<file path="src/rtl/cache_walk_pkg.sv">
package cache_walk_pkg;
  typedef enum logic [2:0] {
    OP_INV_ALL    = 3'd0,
    OP_CLEAN_LINE = 3'd1,
    OP_INV_LINE   = 3'd2,
    OP_CLINV_LINE = 3'd3,
    OP_CLEAN_FROM = 3'd4,
    OP_CLEAN_TO   = 3'd5,
    OP_INV_FROM   = 3'd6,
    OP_INV_TO     = 3'd7
  } maint_op_e;

  typedef enum logic [1:0] {
    K_CLEAN   = 2'd0,
    K_INV     = 2'd1,
    K_CLINV   = 2'd2,
    K_SET_INV = 2'd3
  } line_kind_e;
endpackage

</file>
<file path="src/rtl/range_arm.sv">
module range_arm #(
  parameter int ADDR_W    = 32,
  parameter int LINE_BITS = 5,
  parameter int PAGE_BITS = 12
) (
  input  logic                          clk,
  input  logic                          rst,
  input  logic                          accept,
  input  cache_walk_pkg::maint_op_e     op,
  input  logic [ADDR_W-1:0]             addr,
  output logic                          fire,
  output cache_walk_pkg::line_kind_e    fire_kind,
  output logic [ADDR_W-1:0]             first,
  output logic [ADDR_W-1:0]             last,
  output logic                          empty,
  output logic                          bad_page
);
  import cache_walk_pkg::*;

  localparam logic [ADDR_W:0] LOW_MASK = (ADDR_W+1)'((1 << LINE_BITS) - 1);

  logic              armed_q;
  logic              arm_inv_q;
  logic [ADDR_W-1:0] start_q;
  logic              is_from;
  logic              is_to;
  logic              to_inv;
  logic [ADDR_W:0]   up_w;
  logic [ADDR_W:0]   first_w;

  assign is_from = (op == OP_CLEAN_FROM) || (op == OP_INV_FROM);
  assign is_to   = (op == OP_CLEAN_TO)   || (op == OP_INV_TO);
  assign to_inv  = (op == OP_INV_TO);

  assign fire      = accept && is_to && armed_q && (arm_inv_q == to_inv);
  assign fire_kind = to_inv ? K_INV : K_CLEAN;

  assign up_w    = {1'b0, start_q} + LOW_MASK;
  assign first_w = up_w & ~LOW_MASK;
  assign first   = first_w[ADDR_W-1:0];
  assign last    = addr & ~LOW_MASK[ADDR_W-1:0];
  assign empty   = first_w > {1'b0, last};
  assign bad_page = start_q[ADDR_W-1:PAGE_BITS] != addr[ADDR_W-1:PAGE_BITS];

  always_ff @(posedge clk) begin
    if (rst) begin
      armed_q   <= 1'b0;
      arm_inv_q <= 1'b0;
      start_q   <= '0;
    end else if (accept) begin
      if (is_from) begin
        armed_q   <= 1'b1;
        arm_inv_q <= (op == OP_INV_FROM);
        start_q   <= addr;
      end else begin
        armed_q   <= 1'b0;
      end
    end
  end
endmodule

</file>
<file path="src/rtl/walk_engine.sv">
module walk_engine #(
  parameter int ADDR_W    = 32,
  parameter int LINE_BITS = 5
) (
  input  logic                        clk,
  input  logic                        rst,
  input  logic                        go,
  input  cache_walk_pkg::line_kind_e  go_kind,
  input  logic [ADDR_W-1:0]           go_first,
  input  logic [ADDR_W-1:0]           go_last,
  input  logic                        go_empty,
  input  logic                        go_err,
  input  logic                        req_ack,
  output logic                        stall,
  output logic                        err,
  output logic                        req_valid,
  output cache_walk_pkg::line_kind_e  req_kind,
  output logic [ADDR_W-1:0]           req_addr
);
  import cache_walk_pkg::*;

  localparam logic [ADDR_W-1:0] LINE_STEP = ADDR_W'(1) << LINE_BITS;

  typedef enum logic [1:0] {S_IDLE, S_RUN, S_HOLD} walk_st_e;

  walk_st_e          st;
  logic [ADDR_W-1:0] last_q;
  logic [ADDR_W-1:0] step;

  assign step = (req_kind == K_SET_INV) ? ADDR_W'(1) : LINE_STEP;

  always_ff @(posedge clk) begin
    if (rst) begin
      st        <= S_IDLE;
      stall     <= 1'b0;
      err       <= 1'b0;
      req_valid <= 1'b0;
      req_kind  <= K_CLEAN;
      req_addr  <= '0;
      last_q    <= '0;
    end else begin
      err <= 1'b0;
      case (st)
        S_IDLE: begin
          if (go) begin
            if (go_err) begin
              err <= 1'b1;
            end else if (go_empty) begin
              stall <= 1'b1;
              st    <= S_HOLD;
            end else begin
              stall     <= 1'b1;
              req_valid <= 1'b1;
              req_addr  <= go_first;
              last_q    <= go_last;
              req_kind  <= go_kind;
              st        <= S_RUN;
            end
          end
        end
        S_HOLD: begin
          stall <= 1'b0;
          st    <= S_IDLE;
        end
        S_RUN: begin
          if (req_ack) begin
            if (req_addr == last_q) begin
              req_valid <= 1'b0;
              stall     <= 1'b0;
              st        <= S_IDLE;
            end else begin
              req_addr <= req_addr + step;
            end
          end
        end
        default: st <= S_IDLE;
      endcase
    end
  end


  req_in_stall_chk: assert property (@(posedge clk) disable iff (rst)
    req_valid |-> stall);


  req_hold_chk: assert property (@(posedge clk) disable iff (rst)
    (req_valid && !req_ack) |=> (req_valid && $stable(req_addr) && $stable(req_kind)));


  err_quiet_chk: assert property (@(posedge clk) disable iff (rst)
    err |-> (!stall && !req_valid));


  empty_drop_chk: assert property (@(posedge clk) disable iff (rst)
    (stall && !req_valid) |=> !stall);


  step_chk: assert property (@(posedge clk) disable iff (rst)
    (req_valid && req_ack) |=> (!req_valid || (req_addr == $past(req_addr) + $past(step))));


  aligned_chk: assert property (@(posedge clk) disable iff (rst)
    (req_valid && req_kind != K_SET_INV) |-> (req_addr[LINE_BITS-1:0] == '0));
endmodule

</file>
<file path="src/rtl/cache_range_walker.sv">
module cache_range_walker #(
  parameter int ADDR_W    = 32,
  parameter int LINE_BITS = 5,
  parameter int PAGE_BITS = 12,
  parameter int SETS      = 16
) (
  input  logic              clk,
  input  logic              rst,
  input  logic              cmd_valid,
  input  logic [2:0]        cmd_op,
  input  logic [ADDR_W-1:0] cmd_addr,
  output logic              stall,
  output logic              err,
  output logic              req_valid,
  output logic [1:0]        req_kind,
  output logic [ADDR_W-1:0] req_addr,
  input  logic              req_ack
);
  import cache_walk_pkg::*;

  localparam logic [ADDR_W-1:0] LAST_SET = ADDR_W'(SETS - 1);
  localparam logic [ADDR_W-1:0] LINE_MASK = ADDR_W'((1 << LINE_BITS) - 1);

  maint_op_e         op;
  logic              accept;
  logic              r_fire;
  line_kind_e        r_kind;
  logic [ADDR_W-1:0] r_first;
  logic [ADDR_W-1:0] r_last;
  logic              r_empty;
  logic              r_bad;

  logic              go;
  line_kind_e        go_kind;
  logic [ADDR_W-1:0] go_first;
  logic [ADDR_W-1:0] go_last;
  logic              go_empty;
  logic              go_err;
  line_kind_e        kind_out;

  assign op     = maint_op_e'(cmd_op);
  assign accept = cmd_valid && !stall;

  range_arm #(.ADDR_W(ADDR_W), .LINE_BITS(LINE_BITS), .PAGE_BITS(PAGE_BITS)) u_arm (
    .clk(clk), .rst(rst), .accept(accept), .op(op), .addr(cmd_addr),
    .fire(r_fire), .fire_kind(r_kind), .first(r_first), .last(r_last),
    .empty(r_empty), .bad_page(r_bad)
  );

  always_comb begin
    go       = 1'b0;
    go_kind  = K_CLEAN;
    go_first = cmd_addr & ~LINE_MASK;
    go_last  = cmd_addr & ~LINE_MASK;
    go_empty = 1'b0;
    go_err   = 1'b0;
    case (op)
      OP_INV_ALL: begin
        go       = accept;
        go_kind  = K_SET_INV;
        go_first = '0;
        go_last  = LAST_SET;
      end
      OP_CLEAN_LINE: begin go = accept; go_kind = K_CLEAN; end
      OP_INV_LINE:   begin go = accept; go_kind = K_INV;   end
      OP_CLINV_LINE: begin go = accept; go_kind = K_CLINV; end
      OP_CLEAN_TO, OP_INV_TO: begin
        go       = r_fire;
        go_kind  = r_kind;
        go_first = r_first;
        go_last  = r_last;
        go_empty = r_empty;
        go_err   = r_bad;
      end
      default: go = 1'b0;
    endcase
  end

  walk_engine #(.ADDR_W(ADDR_W), .LINE_BITS(LINE_BITS)) u_eng (
    .clk(clk), .rst(rst), .go(go), .go_kind(go_kind), .go_first(go_first),
    .go_last(go_last), .go_empty(go_empty), .go_err(go_err), .req_ack(req_ack),
    .stall(stall), .err(err), .req_valid(req_valid), .req_kind(kind_out),
    .req_addr(req_addr)
  );

  assign req_kind = kind_out;


  busy_ignore_chk: assert property (@(posedge clk) disable iff (rst)
    (stall && !req_valid) |=> !req_valid);
endmodule

</file>
<file path="config.mk">
export PLATFORM = sky130hd
export DESIGN_NAME = cache_range_walker
export DESIGN_NICKNAME = d
export VERILOG_FILES = /design/src/rtl/cache_walk_pkg.sv /design/src/rtl/range_arm.sv /design/src/rtl/walk_engine.sv /design/src/rtl/cache_range_walker.sv
export SDC_FILE = /design/constraint.sdc
export NUM_CORES = 1
export LEC_CHECK = 0
export CORE_MARGIN = 5
export CORE_UTILIZATION = 50
export CTS_CLUSTER_SIZE = 30
export DETAILED_ROUTE_END_ITERATION = 8
export HOLD_SLACK_MARGIN = 0.15
export PLACE_DENSITY = 0.72
export SYNTH_ARGS = -nofsm -noshare
export SYNTH_HDL_FRONTEND = slang
export SYNTH_SLANG_ARGS = --single-unit
</file>
<file path="constraint.sdc">
create_clock -name clk -period 4.9 [get_ports clk]
set_clock_uncertainty 0.15 [all_clocks]
set_input_delay 0.735 -clock clk [delete_from_list [all_inputs] [get_ports clk]]
set_output_delay 0.735 -clock clk [all_outputs]
set_load 0.05 [all_outputs]
</file>
---- Word level (Yosys, flattened, before mapping) ----
Index checks and enable logic that the tools add are counted.
storage, ports and cells
  bits of input ports ..................... 39
  register bits ........................... 105
cells by class
  reductions and logical operators ........ 20
  equal/unequal tests ..................... 19
  muxes and demuxes ....................... 31
  $add $sub $neg .......................... 2
  bitwise gates (word level) .............. 4
  order comparisons ....................... 1
operators by type and width
  operator                                        number
  2-to-1 mux 32 bit                               6
  one-hot mux 32 bit (2 select lines)             2
  adder 32 x 5 -> 33 bit (second input constant)  1
  greater-than comparator 33 x 32 -> 1 bit        1
  adder 32 bit                                    1
  == test 32 bit                                  1
  inequality test 20 bit                          1
  == test 3 bit (second input constant)           4
  2-to-1 mux 1 bit                                12
  AND reduction 6 bit                             2
  2-to-1 mux 2 bit                                5
  inequality test 2 bit (second input constant)   5
  one-hot mux 2 bit (4 select lines)              1
  AND reduction 4 bit                             2
  == test 3 x 2 -> 1 bit (second input constant)  2
  2-to-1 mux 6 bit                                1
  AND reduction 5 bit                             1
  == test 2 bit (second input constant)           2
  logical AND 1 bit                               4
  NOT 1 bit                                       4
  one-hot mux 1 bit (2 select lines)              2
  one-hot mux 2 bit (2 select lines)              1
  OR reduction 4 bit                              1
  == test 3 x 1 -> 1 bit (second input constant)  1
  other kinds (13)                                14

---- Depth between registers and ports, before layout ----
Gate-level depths: netlist of the first run.
  word-level depth ........................ 8
  depth in mapped cells ................... 18
  gate-level depth less buffers ........... 14

---- By module ----
From an unflattened synthesis of the first run, not the netlist that was laid out.
unflattened totals
  cells, all modules ...................... 1052
  area, all modules ....................... 8067.7 µm²
modules (own cells, without submodules)
  module              area an instance (µm²)  times used  cells an instance  seq. area each (µm²)
  walk_engine         4134.0                  1           512                1421.4
  range_arm           2902.8                  1           390                680.7
  cache_range_walker  1031.0                  1           150                0.0

---- Worst setup path before layout of the first run ----
No wires, ideal clock.
  path type ............................... register -> register
  start point ............................. register u_arm.start_q[8]
  end point ............................... register u_eng.req_addr[22]
  period minus slack after synthesis ...... 3.687 ns
  cell stages (with the launch flop) ...... 17
  setup slack ............................. 1.213 ns
  data arrival time ....................... 3.422 ns
  setup time .............................. 0.116 ns
  required time ........................... 4.634 ns
  cells stage by stage .................... dfxtp_1 nand4_1 a211oi_2 nand4_2 nor2_1 xor2_1 ha_1 a21o_1 a21oi_2 nor2b_1 or4_4 o2111ai_2 and3_1 buf_6 buf_6 o21ai_0 a31o_1
on the way
  cells in the longest elaborated chain, start to end .. 6
ends and longest elaborated chain
  element                                                                           RTL line           RTL
  start, declared                                                                   range_arm.sv:24    logic [ADDR_W-1:0] start_q;
  start signal, assigned                                                            range_arm.sv:54    start_q <= addr;
  adder 32 x 5 -> 33 bit *                                                          range_arm.sv:38    assign up_w = {1'b0, start_q} + LOW_MASK;
  branches (longest 5 deep; another with greater-than comparator 33 x 32 -> 1 bit)  -
  end signal, assigned                                                              walk_engine.sv:54  req_addr <= go_first;
  end signal, assigned                                                              walk_engine.sv:72  req_addr <= req_addr + step;
  end, declared                                                                     walk_engine.sv:18  output logic [ADDR_W-1:0] req_addr
Every way passes the cells marked *. The select of a mux whose other input is x is not followed.
A chain may end at the register's enable or synchronous reset.

---- Worst setup path in the final report of the first run ----
  start point ............................. register u_arm.start_q[8]
  end point ............................... register u_eng.last_q[9]
on the way
  cells in the longest elaborated chain, start to end .. 5
ends and longest elaborated chain
  element                                   RTL line                  RTL
  adder 32 x 5 -> 33 bit                    range_arm.sv:38
  greater-than comparator 33 x 32 -> 1 bit  range_arm.sv:42           assign empty = first_w > {1'b0, last};
  2-to-1 mux 1 bit                          cache_range_walker.sv:57  case (op)
  NOT 1 bit (no line)                       -
  AND reduction 4 bit (no line)             -
  end signal, assigned                      walk_engine.sv:55         last_q <= go_last;
  end, declared                             walk_engine.sv:27         logic [ADDR_W-1:0] last_q;
Every way passes these cells.

==> flow_summary_export.csv, run 1 <==
group,metric,value,unit
global_routing,grt_max_degree,96,
clocking,path_clk_slew,0.07,ns
sta,post-route-period-util,88.6,%
finish,fin_util,59.6,%
synthesis,synth-async-reset-ratio,0,%
worst_setup_path,worstSetupPathType,"flop to flop",
synthesis,ys_ff_latch,101,
global_routing,antenna_found_initial,0,
route,ant_nets,0,
clocking,postCtsHoldBufs,0,
placed_design,place_area,7600,sq um
floorplanning,ios,76,
global_routing,grt_pass1_vias,5866,
finish,fillCellCount,1249,
route,drt-initial-drc-count,749,
global_routing,grt_pass1_wl,31.8,mm
route,drt-total-wl,19.7,mm
power_and_ir_drop,power.leakage,3.20,nW
clocking,cts-root-buf,"clkbuf_16",
worst_setup_path,cp.required,5.01,ns
route,dr_wl_met2,8.59,mm
sta,grt_setup_unrepaired,"false",
flow_run,maxCapViolCount,0,
synthesis,yosys_warnings,0,
finish,final_nets,988,
route,vias,6539,
route,via_per_inst,5.97,
synthesis,synth_cells,881,
status,status,"finished, final reports clean",
min_path,hold_depth,2,
synthesis,ys_seq_area_share,29.5,%
sta,final_hold_viol_count,0,
placed_design,dpl.cell_count,1081,
worst_setup_path,start_kind,"flop",
placed_design,place_hpwl,14.6,mm
clocking,cts.repair.resized,0,
finish,diodes,0,
route,dr_wl_met3,1.58,mm
finish,drive_gt1_share,6.63,%
floorplanning,die_h,127,um
worst_setup_path,r2r-start,"u_arm.start_q[8]",
power_and_ir_drop,power.density,380,nW/um^2
floorplanning,die_w,127,um
sta,slew_viol_final,0,
sta,period_needed,4.34,ns
placed_design,port_buffers,75,
clocking,numCtsBuffers,9,
worst_setup_path,reg2regPathDepth,14,
worst_setup_path,r2r_end,"u_eng.last_q[9]",
clocking,clk_latency,0.36,ns
floorplanning,coreArea,13300,sq um
sta,fmax,230,MHz
worst_setup_path,path_cells,"nand4_1 > a211oi_2 > nand4_2 > nor2_1 > xor2_1 > ha_1 > a21o_1 > a21oi_2 > nor2b_1 > or4_4 > o2111ai_4 > nand4_4 > buf_4 > o41ai_2",
sta,setup_violations,0,
sta,tightest_slew,1.11,ns
placed_design,place_congestion,0.882,
worst_setup_path,max_stage_delay,0.52,ns
synthesis,syn_area,6840,sq um
finish,final_area,7950,sq um
power_and_ir_drop,irDropWorstVdd,0.000162,V
synthesis,synth-edff-count,0,
floorplanning,die_area,16100,sq um
clocking,htree_num_levels,3,
min_path,min_to,"u_arm.start_q[0]",
worst_setup_path,critPathMaxFanout,29,
floorplanning,start_util,51.3,%
synthesis,yosysUniqueCellTypes,73,
worst_setup_path,worstPathArrival,4.46,ns
min_path,hold_class,"flop to flop",
worst_setup_path,endpoint_kind,"flop",
synthesis,synth_top_flop_cell,"dfxtp_1",
route,drt_first_pass_iters,5,
worst_setup_path,critPathTopFamily,"simple AND/OR/NAND/NOR gates",
route,wl_met1,9.24,mm
worst_setup_path,r2r_setup_slack,0.56,ns
route,drc,0,
global_routing,grt-ovfl-total,0,
route,wl_per_cell,18.0,um
route,top_layer_used,"met4",
finish,finalNonFillerCells,1096,
placed_design,pre_cts_ws,0.587,ns
finish,area_growth,16.2,%
min_path,hp-start,"u_arm.start_q[0]",
worst_setup_path,crit_buf_inv,1,
sta,fin_ws,0.559,ns
clocking,cts_buffer_depth,2,
clocking,cts_tree,"yes",
clocking,cts_setup_buffers,0,
clocking,cts_sinks,101,
synthesis,syn_area_per_cell,7.77,sq um
synthesis,syn_nets,953,
sta,fin_setup_tns,0,ns
floorplanning,rows,42,
worst_setup_path,slowest_stage,"or4_4",
global_routing,track_usage,24.5,%
sta,max_slew_margin,25.8,%
-- state kept, by name (all words and copies together) (netlist names) --
| register | count |
|---|---|
| u_eng.st | 2 |
| u_eng.last_q | 28 |
| u_eng.stall | 1 |
| u_eng.req_valid | 1 |
| u_arm.arm_inv_q | 1 |
| u_eng.req_addr | 32 |
| u_eng.err | 1 |
| u_arm.armed_q | 1 |
| u_arm.start_q | 32 |
| u_eng.req_kind | 2 |
-- placed cells by master (no fill, tap or decap), types with 3 or more instances in the layout --
cell and count:
nand2_1 141, dfxtp_1 101, a21oi_1 95, clkdlybuf4s50_1 74, xor2_1 62, inv_1 43
nor2_1 42, nand3_1 36, ha_1 32, o21ai_0 28, nor3_1 21, nand4_1 19
or3_1 17, nor4_1 14, xnor2_1 12, buf_4 12, a211oi_1 11, o41ai_2 10
and3_1 9, mux2i_1 9, clkbuf_16 9, nand2b_1 7, a21o_1 6, and2_1 5
nor2b_1 5, a31oi_1 5, a222oi_1 5, o32ai_1 5, o21a_1 4, nand3b_1 4
o22ai_1 4, o31ai_1 4, and4_1 3, o211ai_1 3, or4_1 3, a221oi_1 3
a211o_1 3, bufinv_16 3
-- per-stage QoR --
step	hold slack, ns	power, mW
floorplan	0.286	1.85
global placement	0.293	2.17
detailed placement	0.299	2.17
CTS	0.309	3.02
global route	0.338	3.16
finish	0.309	3.02
-- tightest hold or removal path: stages, from the launching register on --
cell and delay [ns]:
dfxtp_1 0.31, nand2_1 0.05, a21oi_1 0.06
-- report_power, final --
part / switching [mW] / internal (mW)
Clock: 0.326 / 0.524
Combinational: 0.725 / 0.401
Sequential: 0.133 / 0.911
Total: 1.18 / 1.84
-- cells in the mapped netlist, types with 3 or more instances --
master    instances  area share (%)
a221oi_1          3            0.38
a31oi_1           5            0.46
nand3_1          36             2.6
o32ai_1           5            0.64
inv_1            43             2.4
a211o_1           3            0.38
a21o_1            6            0.66
a222oi_1          5            0.73
mux2i_1           9             1.3
ha_1             33             6.0
o21ai_0          28             2.0
nor3b_1           3            0.33
and3_1            9            0.82
nor2b_1           5            0.46
o22ai_1           4            0.37
o31ai_1           4            0.44
clkbuf_1         43             2.4
nand2b_1          7            0.64
xnor2_1          12             1.5
and2_1            5            0.46
nand3b_1          4            0.44
buf_2             9            0.66
nor2_1           42             2.3
nor3_1           22             1.6
o41ai_2          10             2.4
dfxtp_1         101              30
or4_1             3            0.33
xor2_1           62             7.9
buf_6             7             1.2
and4_1            3            0.38
a211oi_1         11             1.2
nor4_1           14             1.3
o21a_1            4            0.44
nand4_1          19             1.7
or3_1            17             1.6
o211ai_1          3            0.33
a21oi_1          95             6.9
nand2_1         141             7.7
-- worst max-delay path by stage --
stage,from,endpoint,slack [ns],depth (start not counted)
2_1_floorplan,u_arm.start_q[8],u_eng.req_addr[22],1.21,16
3_3_place_gp,u_arm.start_q[8],u_eng.req_kind[0],0.68,15
3_5_place_dp,u_arm.start_q[8],u_eng.last_q[9],0.59,14
4_1_cts,u_arm.start_q[6],u_eng.last_q[5],0.56,14
5_1_grt,u_arm.start_q[6],u_eng.last_q[6],0.21,14
6_report,u_arm.start_q[8],u_eng.last_q[9],0.56,14
-- layer usage --
metal  GRT usage (%)  vias to the layer above
li1                -                     3195
met1            36.7                     3051
met5               0                        -
met3            4.22                       21
met4            6.69                        0
met2            36.2                      272
-- area by class of cell --
class	count	area [sq um]	share of cell area, %
clock buffer	11	253	3.18
clock inverter	4	95.1	1.20
inverter	44	165	2.08
multi-input combinational	674	4370	54.9
sequential	101	2020	25.4
tap	176	220	2.77
timing repair buffer	86	831	10.4
-- cell families (layout without fill, tap and decap cells) --
logic type      count (synthesis)  count (layout)  synth area share (%)
xor+xnor                       75              75                  9.71
compound gates                213             213                  21.6
flops                         101             101                  29.5
buf+inv                       106             145                  6.86
simple gates                  343             343                  24.8
mux                            10              10                  1.48
fa+ha+maj                      33              33                  6.03
Note: power is estimated with default switching activity, not from simulation.
==> run 2: changes to the inputs <==
==> constraint.sdc (replaced) <==
create_clock -name clk -period 5 [get_ports clk]
set_clock_uncertainty 0.15 [all_clocks]
set_input_delay 0.75 -clock clk [delete_from_list [all_inputs] [get_ports clk]]
set_output_delay 0.75 -clock clk [all_outputs]
set_load 0.05 [all_outputs]
==> run 2 against run 1 <==
Against the previous run:
- final cell count rose by 0.27%
- worst setup slack gained 0.0051 ns
- register-to-register slack hardly changed
- clock power decreased by 6.4%
- design area about the same
- sequential power about the same
- sequential share of layout area hardly changed
- core utilization about the same
- critical path type unchanged
==> flow_summary_export.csv, run 2 (synthesized netlist as in run 1, its figures left out) <==
group,metric,value,unit
worst_setup_path,path_cells,"nand2_1 > a211oi_1 > nand3_2 > nor3_1 > xor2_1 > ha_1 > a21o_1 > a21oi_1 > o21a_1 > nand2_1 > o2111ai_4 > nand4_4 > buf_4 > o41ai_2",
finish,final_nets,990,
sta,post-route-period-util,88.7,%
power_and_ir_drop,p_switching,1.17,mW
worst_setup_path,critPathMaxFanout,32,
worst_setup_path,reg2regPathDepth,14,
power_and_ir_drop,finalPower,2.92,mW
worst_setup_path,worstSetupPathType,"flop to flop",
global_routing,grt_pass1_wl,32.0,mm
global_routing,grt_max_degree,76,
worst_setup_path,cp.required,5.11,ns
placed_design,place_congestion,0.900,
clocking,cts_tree,"yes",
floorplanning,die_area,16100,sq um
route,drt-initial-drc-count,663,
worst_setup_path,max_stage_delay,0.59,ns
global_routing,track_usage,24.7,%
sta,period_needed,4.44,ns
route,drt-total-wl,19.9,mm
min_path,hold_depth,2,
floorplanning,rows,42,
power_and_ir_drop,pwr-share-comb,37.8,%
power_and_ir_drop,irDropWorstVdd,0.000239,V
sta,setup_violations,0,
clocking,cts-root-buf,"clkbuf_16",
global_routing,grt-ovfl-total,0,
floorplanning,coreArea,13300,sq um
clocking,cts_setup_buffers,0,
min_path,hold_class,"flop to flop",
worst_setup_path,endpoint_kind,"flop",
route,vias,6511,
worst_setup_path,critPathTopFamily,"compound AO/OA/AOI/OAI gates",
min_path,min_to,"u_arm.armed_q",
flow_run,maxCapViolCount,0,
sta,fin_ws,0.564,ns
finish,multi_input_area,4370,sq um
clocking,cts.repair.resized,0,
global_routing,grt_pass1_vias,5876,
power_and_ir_drop,power.leakage,3.20,nW
sta,max_slew_margin,25.9,%
route,via_per_inst,5.92,
floorplanning,start_util,51.3,%
power_and_ir_drop,switching_share,39.9,%
worst_setup_path,crit_top_cell,"nand2_1",
floorplanning,die_w,127,um
clocking,htree_num_levels,3,
worst_setup_path,r2r_setup_slack,0.56,ns
clocking,numCtsBuffers,9,
sta,fin_setup_tns,0,ns
floorplanning,ios,76,
placed_design,pre_cts_ws,0.580,ns
floorplanning,die_h,127,um
sta,holdWs,0.313,ns
finish,area_growth,16.2,%
worst_setup_path,worstPathArrival,4.54,ns
finish,layout_commonest_cell,"nand2_1",
worst_setup_path,crit_buf_inv,1,
finish,layout_common_cells,"nand2_1 (141), dfxtp_1 (101), a21oi_1 (95)",
route,drt_first_pass_iters,6,
finish,drive_gt1_share,6.83,%
placed_design,port_buffers,75,
power_and_ir_drop,p_clk_share,27.2,%
finish,finalNonFillerCells,1099,
route,ant_nets,0,
finish,fillCellCount,1258,
placed_design,place_hpwl,14.9,mm
finish,seq_area,2020,sq um
clocking,postCtsHoldBufs,0,
worst_setup_path,r2r-start,"u_arm.start_q[6]",
route,wl_per_cell,18.1,um
power_and_ir_drop,internal_power,1.76,mW
sta,grt_setup_unrepaired,"false",
clocking,cts_buffer_depth,2,
sta,final_hold_viol_count,0,
worst_setup_path,start_kind,"flop",
sta,fmax,225,MHz
power_and_ir_drop,power.density,368,nW/um^2
clocking,cts_sinks,101,
worst_setup_path,r2r_end,"u_eng.last_q[20]",
global_routing,antenna_found_initial,0,
clocking,clk_latency,0.36,ns
power_and_ir_drop,seq_power_share,35.0,%
finish,largestRegisters,"u_arm.start_q x32, u_eng.req_addr x32, u_eng.last_q x28",
worst_setup_path,slowest_stage,"a211oi_1",
finish,diodes,0,
sta,slew_viol_final,0,
clocking,path_clk_slew,0.07,ns
min_path,hp-start,"u_arm.armed_q",
route,drc,0,
placed_design,dpl.cell_count,1083,
status,status,"finished, final reports clean",
sta,tightest_slew,1.11,ns
-- run 2: worst max path at each step --
stage | cells after the start | endpoint | startpoint | slack, ns
5_1_grt | 13 | u_eng.last_q[20] | u_arm.start_q[6] | 0.13
2_1_floorplan | 16 | u_eng.req_addr[22] | u_arm.start_q[8] | 1.31
3_3_place_gp | 14 | u_eng.req_kind[0] | u_arm.start_q[6] | 0.73
6_report | 14 | u_eng.last_q[20] | u_arm.start_q[6] | 0.56
4_1_cts | 13 | u_eng.last_q[20] | u_arm.start_q[6] | 0.57
3_5_place_dp | 13 | u_eng.last_q[20] | u_arm.start_q[6] | 0.58
-- run 2: worst register-to-register path, delay by kind of cell, from the launching register on --
family	cells	cell delay, ns
AO/OA/AOI/OAI	6	1.65
AND/OR/NAND/NOR	5	1.25
adder cells (fa/ha/maj)	1	0.28
buffers and inverters	1	0.36
XOR/XNOR	1	0.23
flip-flops	1	0.41
-- run 2: layout make-up --
cell class	count	share of cell area (%)
repair buffers	88	10.6
flip-flops and latches	101	25.4
clock buffers	12	3.23
inverters	44	2.08
clock inverters	4	0.975
well taps	176	2.77
multi-input cells	674	54.9
-- run 2: through the flow --
step	instance area [sq um]	util [%]
after floorplan	6840	-
after global placement	7620	57.1
after detailed placement	7620	57.1
after CTS	7950	59.6
after global routing	7950	59.6
final	7950	59.6
-- run 2: metal layers --
metal	global-route usage (%)	part of all wire, %
met5	0	0
met4	7.32	1.9
met3	4.01	8.4
met2	36.7	43
met1	36.7	47
-- run 2: power groups by stage --
stage / combinational, mW / clock [mW] / sequential (mW)
after floorplan: 0.617 / 0 / 1.19
after global placement: 1.09 / 0 / 1.04
after detailed placement: 1.10 / 0 / 1.04
after CTS: 1.10 / 0.801 / 1.02
after global routing: 1.18 / 0.833 / 1.04
final: 1.11 / 0.795 / 1.02
==> run 3: changes to the inputs <==
--- a/config.mk
+++ b/config.mk
@@ -5,7 +5,7 @@
 export SDC_FILE = /design/constraint.sdc
 export NUM_CORES = 1
 export LEC_CHECK = 0
-export CORE_MARGIN = 5
+export CORE_MARGIN = 3
 export CORE_UTILIZATION = 50
 export CTS_CLUSTER_SIZE = 30
 export DETAILED_ROUTE_END_ITERATION = 8
==> run 3 against run 2 <==
Against the previous run:
- sequential cell count unchanged
- register-to-register slack barely moved
- sequential share of layout area increased by 0.18 points
- clock-buffer cell count shrank 1
- via count increased by 1.3%
- core utilization decreased by 0.19 points
- worst hold slack worse by 0.0017 ns
- clock power fell by 10%
- sequential power about the same
- critical endpoint is now u_eng.last_q[10]
- highest routed layer unchanged
==> flow_summary_export.csv, run 3 (synthesized netlist as in run 1, its figures left out) <==
group,metric,value,unit
global_routing,antenna_found_initial,0,
worst_setup_path,crit_top_cell,"nand2_1",
status,status,"finished, final reports clean",
floorplanning,ios,76,
finish,layout_common_cells,"nand2_1 (141), dfxtp_1 (101), a21oi_1 (95)",
global_routing,grt-busiest-layer,"met1",
global_routing,track_usage,26.2,%
global_routing,met2_usage,37.7,%
worst_setup_path,cp.required,5.13,ns
placed_design,port_buffers,75,
finish,area_growth,15.4,%
route,via_per_inst,6.01,
placed_design,place_area,7600,sq um
route,drt-total-wl,19.4,mm
flow_run,maxCapViolCount,0,
worst_setup_path,slowest_stage,"a211oi_1",
power_and_ir_drop,irDropWorstVdd,0.000187,V
sta,max_slew_margin,28.4,%
finish,final_area,7900,sq um
clocking,postCtsHoldBufs,0,
route,drc,0,
finish,diodes,0,
sta,period_needed,4.45,ns
clocking,cts_buffer_depth,2,
worst_setup_path,critPathMaxFanout,30,
clocking,numCtsBuffers,9,
floorplanning,start_util,51.5,%
sta,tightest_slew,1.07,ns
sta,setup_violations,0,
finish,drive_gt1_share,6.51,%
worst_setup_path,path_cells,"nand2_1 > a211oi_1 > nand3_2 > nor3_1 > xor2_1 > ha_1 > nand4_1 > nor4_1 > nand2_1 > o2111ai_4 > nand4_4 > or3_1 > a21oi_1",
sta,grt_setup_unrepaired,"false",
worst_setup_path,max_stage_delay,0.65,ns
clocking,cts_setup_buffers,0,
floorplanning,die_area,15100,sq um
route,vias,6593,
global_routing,grt_pass1_vias,5868,
sta,slew_viol_final,0,
clocking,cts_tree,"yes",
clocking,clk_latency,0.36,ns
clocking,cts-root-buf,"clkbuf_16",
worst_setup_path,worstPathArrival,4.58,ns
route,wl_per_cell,17.7,um
floorplanning,rows,42,
route,drt_first_pass_iters,7,
power_and_ir_drop,power.density,359,nW/um^2
sta,fin_setup_tns,0,ns
clocking,htree_num_levels,3,
finish,final_nets,988,
worst_setup_path,worstSetupPathType,"flop to flop",
worst_setup_path,endpoint_kind,"flop",
clocking,cts_sinks,101,
global_routing,grt_max_degree,73,
sta,final_hold_viol_count,0,
global_routing,grt-ovfl-total,0,
worst_setup_path,start_kind,"flop",
finish,layout_commonest_cell,"nand2_1",
global_routing,grtUsageMet3,4.99,%
placed_design,place_congestion,0.905,
sta,post-route-period-util,89.0,%
placed_design,place_hpwl,14.4,mm
floorplanning,die_h,123,um
floorplanning,die_w,123,um
floorplanning,coreArea,13300,sq um
global_routing,grt_pass1_wl,31.3,mm
clocking,cts.repair.resized,0,
sta,fmax,225,MHz
route,ant_nets,0,
route,drt-initial-drc-count,853,
finish,largestRegisters,"u_arm.start_q x32, u_eng.req_addr x32, u_eng.last_q x28",
power_and_ir_drop,power.leakage,3.17,nW
global_routing,met1_usage,39.6,%
clocking,path_clk_slew,0.07,ns
min_path,hold_class,"flop to flop",
==> run 3: final timing paths <==
path	from	to	slack [ns]	depth (start not counted)
setup / recovery	u_arm.start_q[6]	u_eng.last_q[10]	0.55	13
hold / removal	u_arm.armed_q	u_arm.armed_q	0.31	2
setup reg to reg	u_arm.start_q[6]	u_eng.last_q[10]	0.55	13
hold reg to reg	u_arm.armed_q	u_arm.armed_q	0.31	2
==> run 3: where the power goes <==
part / switching [mW] / internal [mW] / total, mW
registers: 0.129 / 0.893 / 1.02
logic: 0.707 / 0.393 / 1.10
clock network: 0.324 / 0.391 / 0.715
==> run 3: critical path, delay by kind of cell, from the launching register on <==
kind,cells,cell delay [ns]
AND/OR/NAND/NOR,8,2.40
XOR/XNOR,1,0.12
AO/OA/AOI/OAI,3,0.97
adder cells (fa/ha/maj),1,0.33
flip-flops,1,0.39
==> run 3: cell type report <==
| class | instances | area [sq um] |
|---|---|---|
| Clock buffer | 11 | 233 |
| Sequential cell | 101 | 2020 |
| Fill cell | 1237 | 5400 |
| Clock inverter | 5 | 60.1 |
| Tap cell | 176 | 220 |
| Timing Repair Buffer | 86 | 831 |
| Multi-Input combinational cell | 674 | 4370 |
| Inverter | 44 | 165 |
==> run 3: stage by stage <==
stage	utilization [%]	power (mW)	cells	hold slack, ns	setup WS [ns]
after floorplan	-	1.81	881	0.286	1.31
after global placement	57.2	2.12	1081	0.294	0.707
after detailed placement	57.2	2.12	1081	0.298	0.601
after CTS	59.4	2.83	1097	0.307	0.569
after global routing	59.4	2.98	1097	0.333	0.111
final	59.4	2.84	1097	0.311	0.552
==> run 3: layer usage <==
layer	part of all wire (%)	vias to the layer above
met4	1.9	0
met2	43	260
met5	0	-
met1	47	3102
met3	8.4	27
li1	-	3204
